===== src/rtl/tod_match_pkg.sv =====
package tod_match_pkg;

  localparam int unsigned CODE_BCD = 2;
  localparam int unsigned CODE_SB  = 3;

  localparam int unsigned MASK_W  = 6;
  localparam int unsigned MB_USEC = 0;
  localparam int unsigned MB_SEC  = 1;
  localparam int unsigned MB_MIN  = 2;
  localparam int unsigned MB_HOUR = 3;
  localparam int unsigned MB_DAY  = 4;
  localparam int unsigned MB_YEAR = 5;

  // compare lanes
  localparam int unsigned NFLD   = 8;
  localparam int unsigned F_BDAY = 0;
  localparam int unsigned F_HOUR = 1;
  localparam int unsigned F_MIN  = 2;
  localparam int unsigned F_BSEC = 3;
  localparam int unsigned F_YEAR = 4;
  localparam int unsigned F_SDAY = 5;
  localparam int unsigned F_SOD  = 6;
  localparam int unsigned F_USEC = 7;

  typedef enum logic [1:0] {
    MODE_OFF = 2'd0,
    MODE_BCD = 2'd1,
    MODE_SB  = 2'd2
  } tod_mode_e;

  function automatic int unsigned max2(input int unsigned a, input int unsigned b);
    return (a > b) ? a : b;
  endfunction

endpackage


===== src/rtl/tod_mode_dec.sv =====
module tod_mode_dec
  import tod_match_pkg::*;
#(
  parameter int unsigned SRC_W = 4
) (
  input  logic [SRC_W-1:0] src_code_i,
  output tod_mode_e        mode_o
);

  always_comb begin
    if (src_code_i == SRC_W'(CODE_BCD)) begin
      mode_o = MODE_BCD;
    end else if (src_code_i == SRC_W'(CODE_SB)) begin
      mode_o = MODE_SB;
    end else begin
      mode_o = MODE_OFF;
    end
  end

endmodule


===== src/rtl/tod_field_cmp.sv =====
module tod_field_cmp #(
  parameter int unsigned W = 8
) (
  input  logic [W-1:0] a_i,
  input  logic [W-1:0] b_i,
  output logic         eq_o
);

  assign eq_o = (a_i == b_i);

endmodule


===== src/rtl/tod_match_core.sv =====
module tod_match_core
  import tod_match_pkg::*;
#(
  parameter int unsigned YEAR_W = 12,
  parameter int unsigned DAY_W  = 9,
  parameter int unsigned SOD_W  = 17,
  parameter int unsigned USEC_W = 20
) (
  input  tod_mode_e         mode_i,
  input  logic [MASK_W-1:0] mask_i,
  input  logic [11:0]       cur_bcd_day_i,
  input  logic [7:0]        cur_bcd_hour_i,
  input  logic [7:0]        cur_bcd_min_i,
  input  logic [7:0]        cur_bcd_sec_i,
  input  logic [YEAR_W-1:0] cur_sb_year_i,
  input  logic [DAY_W-1:0]  cur_sb_day_i,
  input  logic [SOD_W-1:0]  cur_sb_sod_i,
  input  logic [USEC_W-1:0] cur_usec_i,
  input  logic [11:0]       tgt_bcd_day_i,
  input  logic [7:0]        tgt_bcd_hour_i,
  input  logic [7:0]        tgt_bcd_min_i,
  input  logic [7:0]        tgt_bcd_sec_i,
  input  logic [YEAR_W-1:0] tgt_sb_year_i,
  input  logic [DAY_W-1:0]  tgt_sb_day_i,
  input  logic [SOD_W-1:0]  tgt_sb_sod_i,
  input  logic [USEC_W-1:0] tgt_usec_i,
  output logic              match_o
);

  localparam int unsigned FW = max2(max2(max2(12, YEAR_W), max2(DAY_W, SOD_W)), USEC_W);

  logic [FW-1:0]   cur_f [NFLD];
  logic [FW-1:0]   tgt_f [NFLD];
  logic [NFLD-1:0] eq;

  assign cur_f[F_BDAY] = FW'(cur_bcd_day_i);
  assign cur_f[F_HOUR] = FW'(cur_bcd_hour_i);
  assign cur_f[F_MIN]  = FW'(cur_bcd_min_i);
  assign cur_f[F_BSEC] = FW'(cur_bcd_sec_i);
  assign cur_f[F_YEAR] = FW'(cur_sb_year_i);
  assign cur_f[F_SDAY] = FW'(cur_sb_day_i);
  assign cur_f[F_SOD]  = FW'(cur_sb_sod_i);
  assign cur_f[F_USEC] = FW'(cur_usec_i);

  assign tgt_f[F_BDAY] = FW'(tgt_bcd_day_i);
  assign tgt_f[F_HOUR] = FW'(tgt_bcd_hour_i);
  assign tgt_f[F_MIN]  = FW'(tgt_bcd_min_i);
  assign tgt_f[F_BSEC] = FW'(tgt_bcd_sec_i);
  assign tgt_f[F_YEAR] = FW'(tgt_sb_year_i);
  assign tgt_f[F_SDAY] = FW'(tgt_sb_day_i);
  assign tgt_f[F_SOD]  = FW'(tgt_sb_sod_i);
  assign tgt_f[F_USEC] = FW'(tgt_usec_i);

  for (genvar i = 0; i < NFLD; i++) begin : g_lane
    tod_field_cmp #(.W(FW)) u_cmp (
      .a_i  (cur_f[i]),
      .b_i  (tgt_f[i]),
      .eq_o (eq[i])
    );
  end

  logic bcd_ok, bcd_any, sb_ok, sb_any;

  always_comb begin
    bcd_ok  = (mask_i[MB_DAY]  | eq[F_BDAY]) &
              (mask_i[MB_HOUR] | eq[F_HOUR]) &
              (mask_i[MB_MIN]  | eq[F_MIN])  &
              (mask_i[MB_SEC]  | eq[F_BSEC]) &
              (mask_i[MB_USEC] | eq[F_USEC]);
    bcd_any = ~(mask_i[MB_DAY] & mask_i[MB_HOUR] & mask_i[MB_MIN] &
                mask_i[MB_SEC] & mask_i[MB_USEC]);
    sb_ok   = (mask_i[MB_YEAR] | eq[F_YEAR]) &
              (mask_i[MB_DAY]  | eq[F_SDAY]) &
              (mask_i[MB_SEC]  | eq[F_SOD])  &
              (mask_i[MB_USEC] | eq[F_USEC]);
    sb_any  = ~(mask_i[MB_YEAR] & mask_i[MB_DAY] & mask_i[MB_SEC] & mask_i[MB_USEC]);
    unique case (mode_i)
      MODE_BCD: match_o = bcd_ok & bcd_any;
      MODE_SB:  match_o = sb_ok & sb_any;
      default:  match_o = 1'b0;
    endcase
  end

endmodule


===== src/rtl/tod_edge_arm.sv =====
module tod_edge_arm #(
  parameter int unsigned SETUP_W = 8
) (
  input  logic               clk,
  input  logic               rst_n,
  input  logic               match_i,
  input  logic [SETUP_W-1:0] setup_i,
  output logic               trig_o
);

  logic [SETUP_W-1:0] setup_q;
  logic               prev_q;
  logic               trig_q;
  logic               chg;
  logic               trig_d;

  always_comb begin
    chg    = (setup_i != setup_q);
    trig_d = match_i & (~prev_q | chg);
  end

  always_ff @(posedge clk or negedge rst_n) begin
    if (!rst_n) begin
      setup_q <= '0;
      prev_q  <= 1'b0;
      trig_q  <= 1'b0;
    end else begin
      setup_q <= setup_i;
      prev_q  <= match_i;
      trig_q  <= trig_d;
    end
  end

  assign trig_o = trig_q;

endmodule


===== src/rtl/tod_match_trigger.sv =====
module tod_match_trigger
  import tod_match_pkg::*;
#(
  parameter int unsigned SRC_W  = 4,
  parameter int unsigned YEAR_W = 12,
  parameter int unsigned DAY_W  = 9,
  parameter int unsigned SOD_W  = 17,
  parameter int unsigned USEC_W = 20
) (
  input  logic              clk,
  input  logic              rst_n,
  input  logic [SRC_W-1:0]  src_code,
  input  logic [5:0]        fld_mask,
  input  logic [11:0]       cur_bcd_day,
  input  logic [7:0]        cur_bcd_hour,
  input  logic [7:0]        cur_bcd_min,
  input  logic [7:0]        cur_bcd_sec,
  input  logic [YEAR_W-1:0] cur_sb_year,
  input  logic [DAY_W-1:0]  cur_sb_day,
  input  logic [SOD_W-1:0]  cur_sb_sod,
  input  logic [USEC_W-1:0] cur_usec,
  input  logic [11:0]       tgt_bcd_day,
  input  logic [7:0]        tgt_bcd_hour,
  input  logic [7:0]        tgt_bcd_min,
  input  logic [7:0]        tgt_bcd_sec,
  input  logic [YEAR_W-1:0] tgt_sb_year,
  input  logic [DAY_W-1:0]  tgt_sb_day,
  input  logic [SOD_W-1:0]  tgt_sb_sod,
  input  logic [USEC_W-1:0] tgt_usec,
  output logic              trig_o
);

  localparam int unsigned SETUP_W = SRC_W + MASK_W + 36 + YEAR_W + DAY_W + SOD_W + USEC_W;

  // reset: asserted at once, released on the clock
  logic rst_s1_q, rst_s2_q;
  always_ff @(posedge clk or negedge rst_n) begin
    if (!rst_n) begin
      rst_s1_q <= 1'b0;
      rst_s2_q <= 1'b0;
    end else begin
      rst_s1_q <= 1'b1;
      rst_s2_q <= rst_s1_q;
    end
  end

  tod_mode_e          mode_w;
  logic               match_w;
  logic [SETUP_W-1:0] setup_w;

  assign setup_w = {src_code, fld_mask, tgt_bcd_day, tgt_bcd_hour, tgt_bcd_min,
                    tgt_bcd_sec, tgt_sb_year, tgt_sb_day, tgt_sb_sod, tgt_usec};

  tod_mode_dec #(.SRC_W(SRC_W)) u_dec (
    .src_code_i (src_code),
    .mode_o     (mode_w)
  );

  tod_match_core #(
    .YEAR_W (YEAR_W),
    .DAY_W  (DAY_W),
    .SOD_W  (SOD_W),
    .USEC_W (USEC_W)
  ) u_core (
    .mode_i         (mode_w),
    .mask_i         (fld_mask),
    .cur_bcd_day_i  (cur_bcd_day),
    .cur_bcd_hour_i (cur_bcd_hour),
    .cur_bcd_min_i  (cur_bcd_min),
    .cur_bcd_sec_i  (cur_bcd_sec),
    .cur_sb_year_i  (cur_sb_year),
    .cur_sb_day_i   (cur_sb_day),
    .cur_sb_sod_i   (cur_sb_sod),
    .cur_usec_i     (cur_usec),
    .tgt_bcd_day_i  (tgt_bcd_day),
    .tgt_bcd_hour_i (tgt_bcd_hour),
    .tgt_bcd_min_i  (tgt_bcd_min),
    .tgt_bcd_sec_i  (tgt_bcd_sec),
    .tgt_sb_year_i  (tgt_sb_year),
    .tgt_sb_day_i   (tgt_sb_day),
    .tgt_sb_sod_i   (tgt_sb_sod),
    .tgt_usec_i     (tgt_usec),
    .match_o        (match_w)
  );

  tod_edge_arm #(.SETUP_W(SETUP_W)) u_edge (
    .clk     (clk),
    .rst_n   (rst_s2_q),
    .match_i (match_w),
    .setup_i (setup_w),
    .trig_o  (trig_o)
  );

endmodule


===== config.mk =====
export PLATFORM = sky130hd
export DESIGN_NAME = tod_match_trigger
export DESIGN_NICKNAME = d
export VERILOG_FILES = /design/src/rtl/tod_match_pkg.sv /design/src/rtl/tod_mode_dec.sv /design/src/rtl/tod_field_cmp.sv /design/src/rtl/tod_match_core.sv /design/src/rtl/tod_edge_arm.sv /design/src/rtl/tod_match_trigger.sv
export SDC_FILE = /design/constraint.sdc
export NUM_CORES = 1
export LEC_CHECK = 0
export CORE_UTILIZATION = 34
export CTS_BUF_LIST = sky130_fd_sc_hd__clkbuf_4
export DETAILED_ROUTE_END_ITERATION = 10
export DONT_BUFFER_PORTS = 1
export GPL_TIMING_DRIVEN = 0
export SYNTH_ARGS = -nofsm -noshare
export SYNTH_HDL_FRONTEND = slang
export SYNTH_SLANG_ARGS = --single-unit
export TNS_END_PERCENT = 10

===== constraint.sdc =====
create_clock -name clk -period 8 [get_ports clk]
set_clock_uncertainty 0.15 [all_clocks]
set_input_delay 0.4 -clock clk [delete_from_list [all_inputs] [get_ports clk]]
set_output_delay 0.4 -clock clk [all_outputs]
set_load 0.01 [all_outputs]

## Yosys cells after proc, flatten, opt, wreduce, memory -nomap -nowiden

Cells that the tools add are included.

| cells by class | value |
|---|---|
| eq/ne operators | 13 |
| mux-type cells | 3 |
| bitwise logic cells | 29 |

Operators by type and width:

| operator | number |
|---|---|
| != test 104 bit | 1 |
| == test 12 bit | 2 |
| == test 8 bit | 3 |
| == test 20 bit | 1 |
| bitwise AND 1 bit | 17 |
| == test 17 bit | 1 |
| == test 9 bit | 1 |
| OR 1 bit | 9 |
| == test 4 x 2 -> 1 bit (second input constant) | 2 |
| two-way mux 2 bit | 2 |
| inverter 1 bit | 3 |
| == test 2 x 1 -> 1 bit (second input constant) | 1 |
| == test 2 bit (second input constant) | 1 |
| one-hot mux 1 bit (2 select lines) | 1 |

| word-level totals | value |
|---|---|
| flip-flop bits (word level) | 108 |
| bits of input ports | 200 |
| output and inout bits | 1 |
| logic and storage cells | 50 |

## Logic depth before layout (Yosys ltp)

Gate-level depths: netlist of run 1.

| depth | value |
|---|---|
| word-level depth | 9 |
| mapped depth | 6 |
| depth with buffers taken out | 6 |

## By module

A second synthesis of run 1 with hierarchy kept.

| unflattened totals | value |
|---|---|
| cells, all modules | 505 |
| area, all modules | 5856.9 sq um |

Modules (own cells, without submodules):

| module | times used | cells an instance | area each (sq um) | sequential area each (sq um) |
|---|---|---|---|---|
| tod_edge_arm | 1 | 267 | 3891.2 | 2652.5 |
| tod_field_cmp | 8 | 27 | 221.5 | 0.0 |
| tod_match_core | 1 | 17 | 112.6 | 0.0 |
| tod_match_trigger | 1 | 3 | 53.8 | 50.0 |
| tod_mode_dec | 1 | 2 | 27.5 | 0.0 |

## Least setup slack after synthesis of run 1

No wires, ideal clock.

| path | value |
|---|---|
| path kind | in2reg |
| start | input port tgt_bcd_day[8] |
| end | register u_edge.trig_q (netlist: u_edge.trig_o) |
| setup time | 0.136 ns |
| arrival time | 1.686 ns |
| required time | 7.714 ns |
| path slack | 6.029 ns |
| stages | 6 |
| path buffers | 0 |
| cell sequence | nor2b_1 a2111o_1 a2111oi_2 nand4_1 nor4_1 a211oi_1 |

| on the way | value |
|---|---|
| longest elaborated chain between the ends | 9 |
| elaborated cells on any way between the ends | 11 |
| those cells by class | eq/ne: 2; mux: 1; bitwise: 8 |

Ends and longest elaborated chain:

| item | line | RTL |
|---|---|---|
| start: declaration | tod_match_trigger.sv:22 | `input logic [11:0] tgt_bcd_day,` |
| == test 12 bit | tod_field_cmp.sv:9 | `assign eq_o = (a_i == b_i);` |
| OR 1 bit | tod_match_core.sv:65 | `bcd_ok = (mask_i[MB_DAY] \| eq[F_BDAY]) &` |
| bitwise AND 1 bit | tod_match_core.sv:65 |  |
| bitwise AND 1 bit | tod_match_core.sv:66 | `(mask_i[MB_HOUR] \| eq[F_HOUR]) &` |
| bitwise AND 1 bit | tod_match_core.sv:67 | `(mask_i[MB_MIN] \| eq[F_MIN]) &` |
| bitwise AND 1 bit | tod_match_core.sv:68 | `(mask_i[MB_SEC] \| eq[F_BSEC]) &` |
| bitwise AND 1 bit | tod_match_core.sv:78 | `MODE_BCD: match_o = bcd_ok & bcd_any;` |
| one-hot mux 1 bit (2 select lines) | tod_match_core.sv:77 | `unique case (mode_i)` |
| bitwise AND 1 bit * | tod_edge_arm.sv:19 | `trig_d = match_i & (~prev_q \| chg);` |
| via u_edge.trig_d | tod_edge_arm.sv:15 | `logic trig_d;` |
| end signal: assignment | tod_edge_arm.sv:30 | `trig_q <= trig_d;` |
| end: declaration | tod_edge_arm.sv:13 | `logic trig_q;` |

The timed path passes the listed nets; every way through them passes the cells marked *.

## Worst setup path in the final report of run 1

| path | value |
|---|---|
| start | register u_edge.setup_q[24] |
| end | register u_edge.trig_q (netlist: u_edge.trig_o) |

| on the way | value |
|---|---|
| longest elaborated chain between the ends | 3 |

Ends and longest elaborated chain:

| item | line | RTL |
|---|---|---|
| start: declaration | tod_edge_arm.sv:11 | `logic [SETUP_W-1:0] setup_q;` |
| start signal: assignment | tod_edge_arm.sv:28 | `setup_q <= setup_i;` |
| != test 104 bit | tod_edge_arm.sv:18 | `chg = (setup_i != setup_q);` |
| OR 1 bit | tod_edge_arm.sv:19 |  |
| bitwise AND 1 bit | tod_edge_arm.sv:19 |  |
| via u_edge.trig_d | tod_edge_arm.sv:15 |  |

The timed path passes the listed nets, and every way through them passes these cells.

==> impl_metrics.tcl, run 1 <==
set metrics [dict create \
    clockBufferDepth 2 \
    grt_start_max_net_pins 55 \
    n_antenna_cell 0 \
    dp_hpwl_um 12200 \
    slew_viol_final 0 \
    end_kind "register" \
    grtUsageTotal_pct 22.1 \
    grt-ovfl-total 0 \
    hold_viol 0 \
    cts.clk_slew.worst_paths_ps 150 \
    avgViaCountPerCell 5.09 \
    worst_slack_ps 5510 \
    vias 3781 \
    grt_pass1_vias 4229 \
    outcome "complete, but fails checks" \
    yosys.area_share.simple_pct 10.4 \
    netlist.area_leader.share_pct 52.7 \
    clock.fmax_mhz 402 \
    synthFlopType "dfrtp_1" \
    cellPowerDensity_nw_per_um2 160 \
    wl_per_cell_um 22.2 \
    fin_crit_sh_pct 31.1 \
    worstSetupPathType "reg2reg" \
    postCtsSetupBuffers 0 \
    multi_input_area_um2 2290 \
    drt_iter0_drc 158 \
    fp.coreArea_um2 14600 \
    crit_required_ps 8200 \
    setup_tns_ps 0 \
    seq_area_um2 2710 \
    netlist_area_um2 5130 \
    fillers 1405 \
    synth_edf_count 0 \
    hold_buffers 106 \
    maxCapViolCount 0 \
    tritoncts "yes" \
    power_switching_mw 0.269 \
    synth_top_cells_by_count "xor2_1, dfrtp_1, xnor2_1" \
    h-tree-depth 3 \
    nets 754 \
    yosysMostFrequentCell "xor2_1" \
    rows 44 \
    cts-root-buf "clkbuf_4" \
    fp.dieH_um 125 \
    syn_avg_cell_area_um2 11.8 \
    cellLeakagePower_nw 2.75 \
    synth.largest_area_cell "dfrtp_1" \
    synth_cells 436 \
    grt_setup_unrepaired "false" \
    period_needed_ps 2490 \
    grt_pass1_wl_um 24600 \
    gp_congestion 0.875 \
    async_reset_ff_share_pct 100 \
    cp-start-kind "register" \
    areaGrowthSynthToFinish_pct 28.7 \
    cp_data_arrival_time_ps 2690 \
    synth_top_family_by_area "XOR/XNOR gates" \
    seqPwrFrac_pct 55.8 \
    r2r_cells 6 \
    irDropWorstVdd_v 0.000160 \
    crit_path_max_fanout 1 \
    hold_class "in2reg" \
    routed_wl_um 16500 \
    drive_gt1_share_pct 3.40 \
    yosys_warnings 0 \
    firstDrtPassIters 7 \
    synth_nets 636 \
    ys_types 41 \
    place_ws_ps 5540 \
    cts_buffers 9 \
    synth_seq_area_share_pct 52.7 \
    port_buffers 0 \
    violations "DRC" \
    synth_compound_area_share_pct 7.83 \
    antenna_left 0 \
    p_int_mw 0.789 \
    floorplan.initialDensity_pct 35.0 \
    p_clk_share_pct 28.5 \
    antenna_found_initial 0 \
    ios 201 \
    drc_errors 24 \
    die_x_um 125 \
    r2r_setup_slack_ps 5510 \
    sw_frac_of_total_pct 25.4 \
    power_frac_comb_pct 15.7 \
    synth_adder_area_share_pct 0 \
    min_path_cells 3 \
    fp.dieArea_um2 15600 \
    finalSetupViolCount 0 \
    max-slew-margin-rel_pct 39.3 \
    synthTopCellsByArea "dfrtp_1, xor2_1, xnor2_1, nor4_1, inv_1" \
    cts.sinks 108 \
    synth.ff_latch_count 108 \
    muxShareOfSynthArea_pct 0 \
    synth_xor_area_share_pct 26.3 \
    post_cts_resized 0 \
    insertion_delay_ps 470 \
    worstMarginPinSlew_ps 901 \
]
## layout by cell type (no fill, tap or decap), drive strengths merged, types with 2 or more instances in the layout
cell         Yosys  final
clkbuf           0      9
xnor2           43     43
dlygate4sd3      0    106
nor2b            8      8
clkinv           2      7
xor2           111    111
nand3            5      5
nor4            31     31
dfrtp          108    108
a41oi            2      2
a22o             3      3
a21oi            5      5
a2111o           2      2
inv             35     35
o22ai           14     14
nor2             7      7
a2111oi          7      7
nand4           14     14
and2b            3      3
a221oi           2      2
nand2b          11     11
bufinv           0      2
nor3             4      4
o2111ai          4      4
## power groups by stage
stage	Sequential, mW	Combinational [mW]	Clock [mW]
6_report	0.590	0.166	0.301
2_1_floorplan	0.601	0.0840	0
3_3_place_gp	0.605	0.114	0
3_5_place_dp	0.601	0.122	0
5_1_grt	0.594	0.181	0.335
4_1_cts	0.590	0.168	0.317
## routing by layer
metal | up-vias | track usage (%) | share of wire (%)
li1 | 1741 | - | -
met1 | 1853 | 27.1 | 43
met2 | 167 | 35.2 | 47
met3 | 20 | 9.11 | 8.4
met4 | 0 | 7.46 | 2.5
met5 | - | 0 | 0
## critical path, cell delays in order (launching register included)
cell,delay [ps]
dfrtp_1,410
xnor2_1,210
nand4_1,210
nor3_1,620
nand4_1,310
nor4_1,300
a211oi_1,150
## worst paths after layout
check,from,to
worst min-delay path,src_code[0],u_edge.prev_q$_DFF_PN0_
max in group asynchronous,rst_s2_q$_DFF_PN0_,u_edge.setup_q[30]$_DFF_PN0_
worst max-delay path,u_edge.setup_q[24]$_DFF_PN0_,u_edge.trig_o$_DFF_PN0_
worst max register to register,u_edge.setup_q[24]$_DFF_PN0_,u_edge.trig_o$_DFF_PN0_
min in group asynchronous,rst_s2_q$_DFF_PN0_,u_edge.setup_q[2]$_DFF_PN0_
worst min register to register,rst_s1_q$_DFF_PN0_,rst_s2_q$_DFF_PN0_
## state kept, by name (all words and copies together), names as in the netlist
signal,count
rst_s1_q,1
u_edge.trig_o,1
rst_s2_q,1
u_edge.setup_q,104
u_edge.prev_q,1
## final cells by class
cell class / instances / share of cell area [%]
sequential: 108 / 41.0
clock buffer: 9 / 1.02
timing repair buffer: 107 / 16.5
multi-input combinational: 291 / 34.7
inverter: 37 / 2.10
tap: 184 / 3.49
clock inverter: 7 / 1.23
## kinds of logic after synthesis
family | count (synthesis)
xor+xnor | 154
flops | 108
simple gates | 87
compound gates | 49
buf+inv | 37
other cells | 1
## through the flow
| stage | hold slack (ps) | power (mW) | util [%] | instance area [um2] | instances |
|---|---|---|---|---|---|
| finish | 64.9 | 1.06 | 45.1 | 6600 | 743 |
| global route | 41.7 | 1.11 | 45.1 | 6600 | 743 |
| global placement | -45.5 | 0.719 | 36.6 | 5360 | 620 |
| CTS | 15.7 | 1.08 | 45.1 | 6600 | 743 |
| floorplan | -45.6 | 0.685 | - | 5130 | 436 |
| detailed placement | -45.5 | 0.723 | 36.8 | 5390 | 621 |
Power figures use the tool's default switching activity.
==> run 2: changes to the inputs <==
- clock period: 8 -> 2.1 ns (I/O delays scaled with it)
==> run 2 against run 1 <==
The run now fails in 4_1_cts. Synthesized cell count unchanged. Area after synthesis did not move.
==> impl_metrics.tcl, run 2 <==
set metrics [dict create \
    synth_adder_area_share_pct 0 \
    synth_top_family_by_area "XOR/XNOR gates" \
    dp_hpwl_um 12200 \
    yosys_warnings 0 \
    ys_types 41 \
    yosys.area_share.simple_pct 10.4 \
    muxShareOfSynthArea_pct 0 \
    yosysMostFrequentCell "xor2_1" \
    async_reset_ff_share_pct 100 \
    floorplan.initialDensity_pct 35.0 \
    post_cts_resized 4 \
    synth.ff_latch_count 108 \
    synth_nets 636 \
    netlist.area_leader.share_pct 52.7 \
    rows 44 \
    cts_buffers 9 \
    error "[ERROR RSZ-0060] Max buffer count reached." \
    synthTopCellsByArea "dfrtp_1, xor2_1, xnor2_1, nor4_1, inv_1" \
    gp_congestion 0.866 \
    ios 201 \
    synth.largest_area_cell "dfrtp_1" \
    synthFlopType "dfrtp_1" \
    outcome "stopped before the end" \
    syn_avg_cell_area_um2 11.8 \
    cts-root-buf "clkbuf_4" \
    synth_edf_count 0 \
    fp.dieH_um 125 \
    h-tree-depth 3 \
    synth_compound_area_share_pct 7.83 \
    port_buffers 0 \
    synth_seq_area_share_pct 52.7 \
    synth_xor_area_share_pct 26.3 \
    clockBufferDepth 2 \
    netlist_area_um2 5130 \
    haltStage "4_1_cts" \
    synth_cells 436 \
    postCtsSetupBuffers 0 \
    die_x_um 125 \
    synth_top_cells_by_count "xor2_1, dfrtp_1, xnor2_1" \
    hold_buffers 128 \
    cts.sinks 108 \
    dp.cells 621 \
]
## run 2: cell counts after synthesis
Identical to the previous run, type by type.
## run 2: kinds of logic after synthesis
kind of cell           count (synthesis)
buffers and inverters                 37
XOR/XNOR                             154
other                                  1
AND/OR/NAND/NOR                       87
flip-flops                           108
AO/OA/AOI/OAI                         49
## run 2: metrics by stage
| stage | hold WS [ps] | setup slack [ps] | area [um2] | util (%) |
|---|---|---|---|---|
| floorplan | -341 | 141 | 5130 | - |
| global placement | -341 | -572 | 5360 | 36.6 |
| detailed placement | -341 | -160 | 5390 | 36.8 |
==> run 3: changes to the inputs <==
- CORE_UTILIZATION: 34 -> 20
- CTS_BUF_LIST: sky130_fd_sc_hd__clkbuf_4 -> not set
- PLACE_DENSITY_LB_ADDON: not set -> 0.15
- clock period: 2.1 -> 2.75 ns (I/O delays scaled with it)
==> run 3 against run 2 <==
The run now ends clean.
==> impl_metrics.tcl, run 3 (synthesized netlist as in run 1, its figures left out) <==
set metrics [dict create \
    outcome "complete, no violations" \
    whs_endpoint "u_edge.prev_q$_DFF_PN0_" \
    firstDrtPassIters 6 \
    grt_pass1_wl_um 27500 \
    max-slew-margin-rel_pct 32.2 \
    finalPower_mw 3.67 \
    areaGrowthSynthToFinish_pct 35.6 \
    cp_data_arrival_time_ps 2390 \
    worstMarginPinSlew_ps 1010 \
    grt_pass1_vias 4016 \
    crit_path_max_fanout 2 \
    n_antenna_cell 0 \
    end_kind "register" \
    cellLeakagePower_nw 2.83 \
    avgViaCountPerCell 4.18 \
    floorplan.initialDensity_pct 20.4 \
    mostFrequentLayoutCell "xor2_1" \
    layout_common_cells "xor2_1, dfrtp_1, dlygate4sd3_1" \
    grtUsageTotal_pct 15.3 \
    die_x_um 162 \
    power_frac_comb_pct 13.8 \
    dp_hpwl_um 14900 \
    dp.cells 767 \
    h-tree-depth 3 \
    fin_crit_sh_pct 84.8 \
    cellPowerDensity_nw_per_um2 527 \
    worstHoldStart "fld_mask[3]" \
    antenna_found_initial 0 \
    r2r_start "u_edge.setup_q[11]$_DFF_PN0_" \
    fp.dieH_um 162 \
    seq_area_um2 2710 \
    p_int_mw 2.76 \
    maxCapViolCount 0 \
    seqPwrFrac_pct 46.7 \
    hold_viol 0 \
    r2r_end "u_edge.trig_o$_DFF_PN0_" \
    drive_gt1_share_pct 3.94 \
    ios 201 \
    antenna_left 0 \
    hold_class "in2reg" \
    fp.dieArea_um2 26300 \
    cts.clk_slew.worst_paths_ps 70 \
    cp-start-kind "register" \
    power_switching_mw 0.910 \
    worstSetupPathType "reg2reg" \
    wl_per_cell_um 22.3 \
    grt_setup_unrepaired "false" \
    irDropWorstVdd_v 0.000233 \
    rows 58 \
    sw_frac_of_total_pct 24.8 \
    crit_required_ps 2810 \
    cts_buffers 9 \
    cts.sinks 108 \
    grt-ovfl-total 0 \
    finalSetupViolCount 0 \
    r2r_cells 6 \
    gp_congestion 0.776 \
    clockBufferDepth 2 \
    fillers 2621 \
    stdcell_count 889 \
    largest_reg_flops 104 \
    clock.fmax_mhz 429 \
    drt_iter0_drc 192 \
    min_path_cells 3 \
    r2r_setup_slack_ps 420 \
    tritoncts "yes" \
    cts-root-buf "clkbuf_16" \
    grt_start_max_net_pins 66 \
    drc_errors 0 \
    port_buffers 0 \
    fp.coreArea_um2 25200 \
    routed_wl_um 19800 \
    largest-register "u_edge.setup_q" \
    multi_input_area_um2 2290 \
    nets 754 \
    period_needed_ps 2330 \
    vias 3712 \
    p_clk_share_pct 39.6 \
    insertion_delay_ps 360 \
    slew_viol_final 0 \
]
[run 3: metrics by stage]
stage / hold slack, ps / setup WS [ps] / instance area (um2) / utilization, % / TNS, ps
2_1_floorplan: -308 / 791 / 5130 / - / 0
5_1_grt: 57.5 / 190 / 6960 / 27.6 / 0
4_1_cts: 2.77 / 226 / 6950 / 27.6 / 0
3_5_place_dp: -308 / 251 / 5570 / 22.1 / 0
3_3_place_gp: -308 / -135 / 5540 / 22.0 / -13220
6_report: 10.0 / 418 / 6960 / 27.6 / 0
[run 3: worst max-delay path by stage]
stage	from	cells after the start	endpoint	slack, ps
2_1_floorplan	rst_s2_q$_DFF_PN0_	0	u_edge.prev_q$_DFF_PN0_	790
3_3_place_gp	rst_s2_q$_DFF_PN0_	0	u_edge.setup_q[79]$_DFF_PN0_	-140
3_5_place_dp	u_edge.setup_q[18]$_DFF_PN0_	6	u_edge.trig_o$_DFF_PN0_	250
4_1_cts	u_edge.setup_q[24]$_DFF_PN0_	6	u_edge.trig_o$_DFF_PN0_	230
5_1_grt	u_edge.setup_q[11]$_DFF_PN0_	6	u_edge.trig_o$_DFF_PN0_	190
6_report	u_edge.setup_q[11]$_DFF_PN0_	6	u_edge.trig_o$_DFF_PN0_	420
[run 3: cell type report]
cell class	instances	area share, %
Clock inverter	5	1.08
Timing Repair Buffer	107	15.6
Sequential cell	108	38.9
Multi-Input combinational cell	291	32.9
Clock buffer	11	3.49
Tap cell	330	5.94
Inverter	37	2.00
[run 3: routing by layer]
| layer | wire length [um] | up-vias | track usage, % |
|---|---|---|---|
| met4 | 227 | 0 | 4.55 |
| li1 | - | 1739 | - |
| met5 | 0 | - | 0 |
| met3 | 1240 | 9 | 3.70 |
| met2 | 9410 | 142 | 24.5 |
| met1 | 8930 | 1822 | 20.4 |
[run 3: power groups by stage]
stage,registers [mW],clock network [mW],logic (mW)
after floorplan,1.75,0,0.244
after global placement,1.76,0,0.353
after detailed placement,1.75,0,0.377
after CTS,1.71,1.51,0.518
after global routing,1.72,1.57,0.554
final,1.71,1.45,0.505
[run 3: timing repair]
action | in CTS | in global routing
hold endpoints to repair | 108 | 0
buffers inserted | 0 | 0
setup endpoints to repair | 0 | 1
resized for setup | 0 | 1
hold buffers | 106 | 0
[run 3: worst max-delay path: stages (launching register included)]
cell	delay [ps]
dfrtp_1	380
nor2b_1	170
a2111o_1	340
a2111oi_0	380
nand4_1	180
nor4_1	400
a211oi_1	190
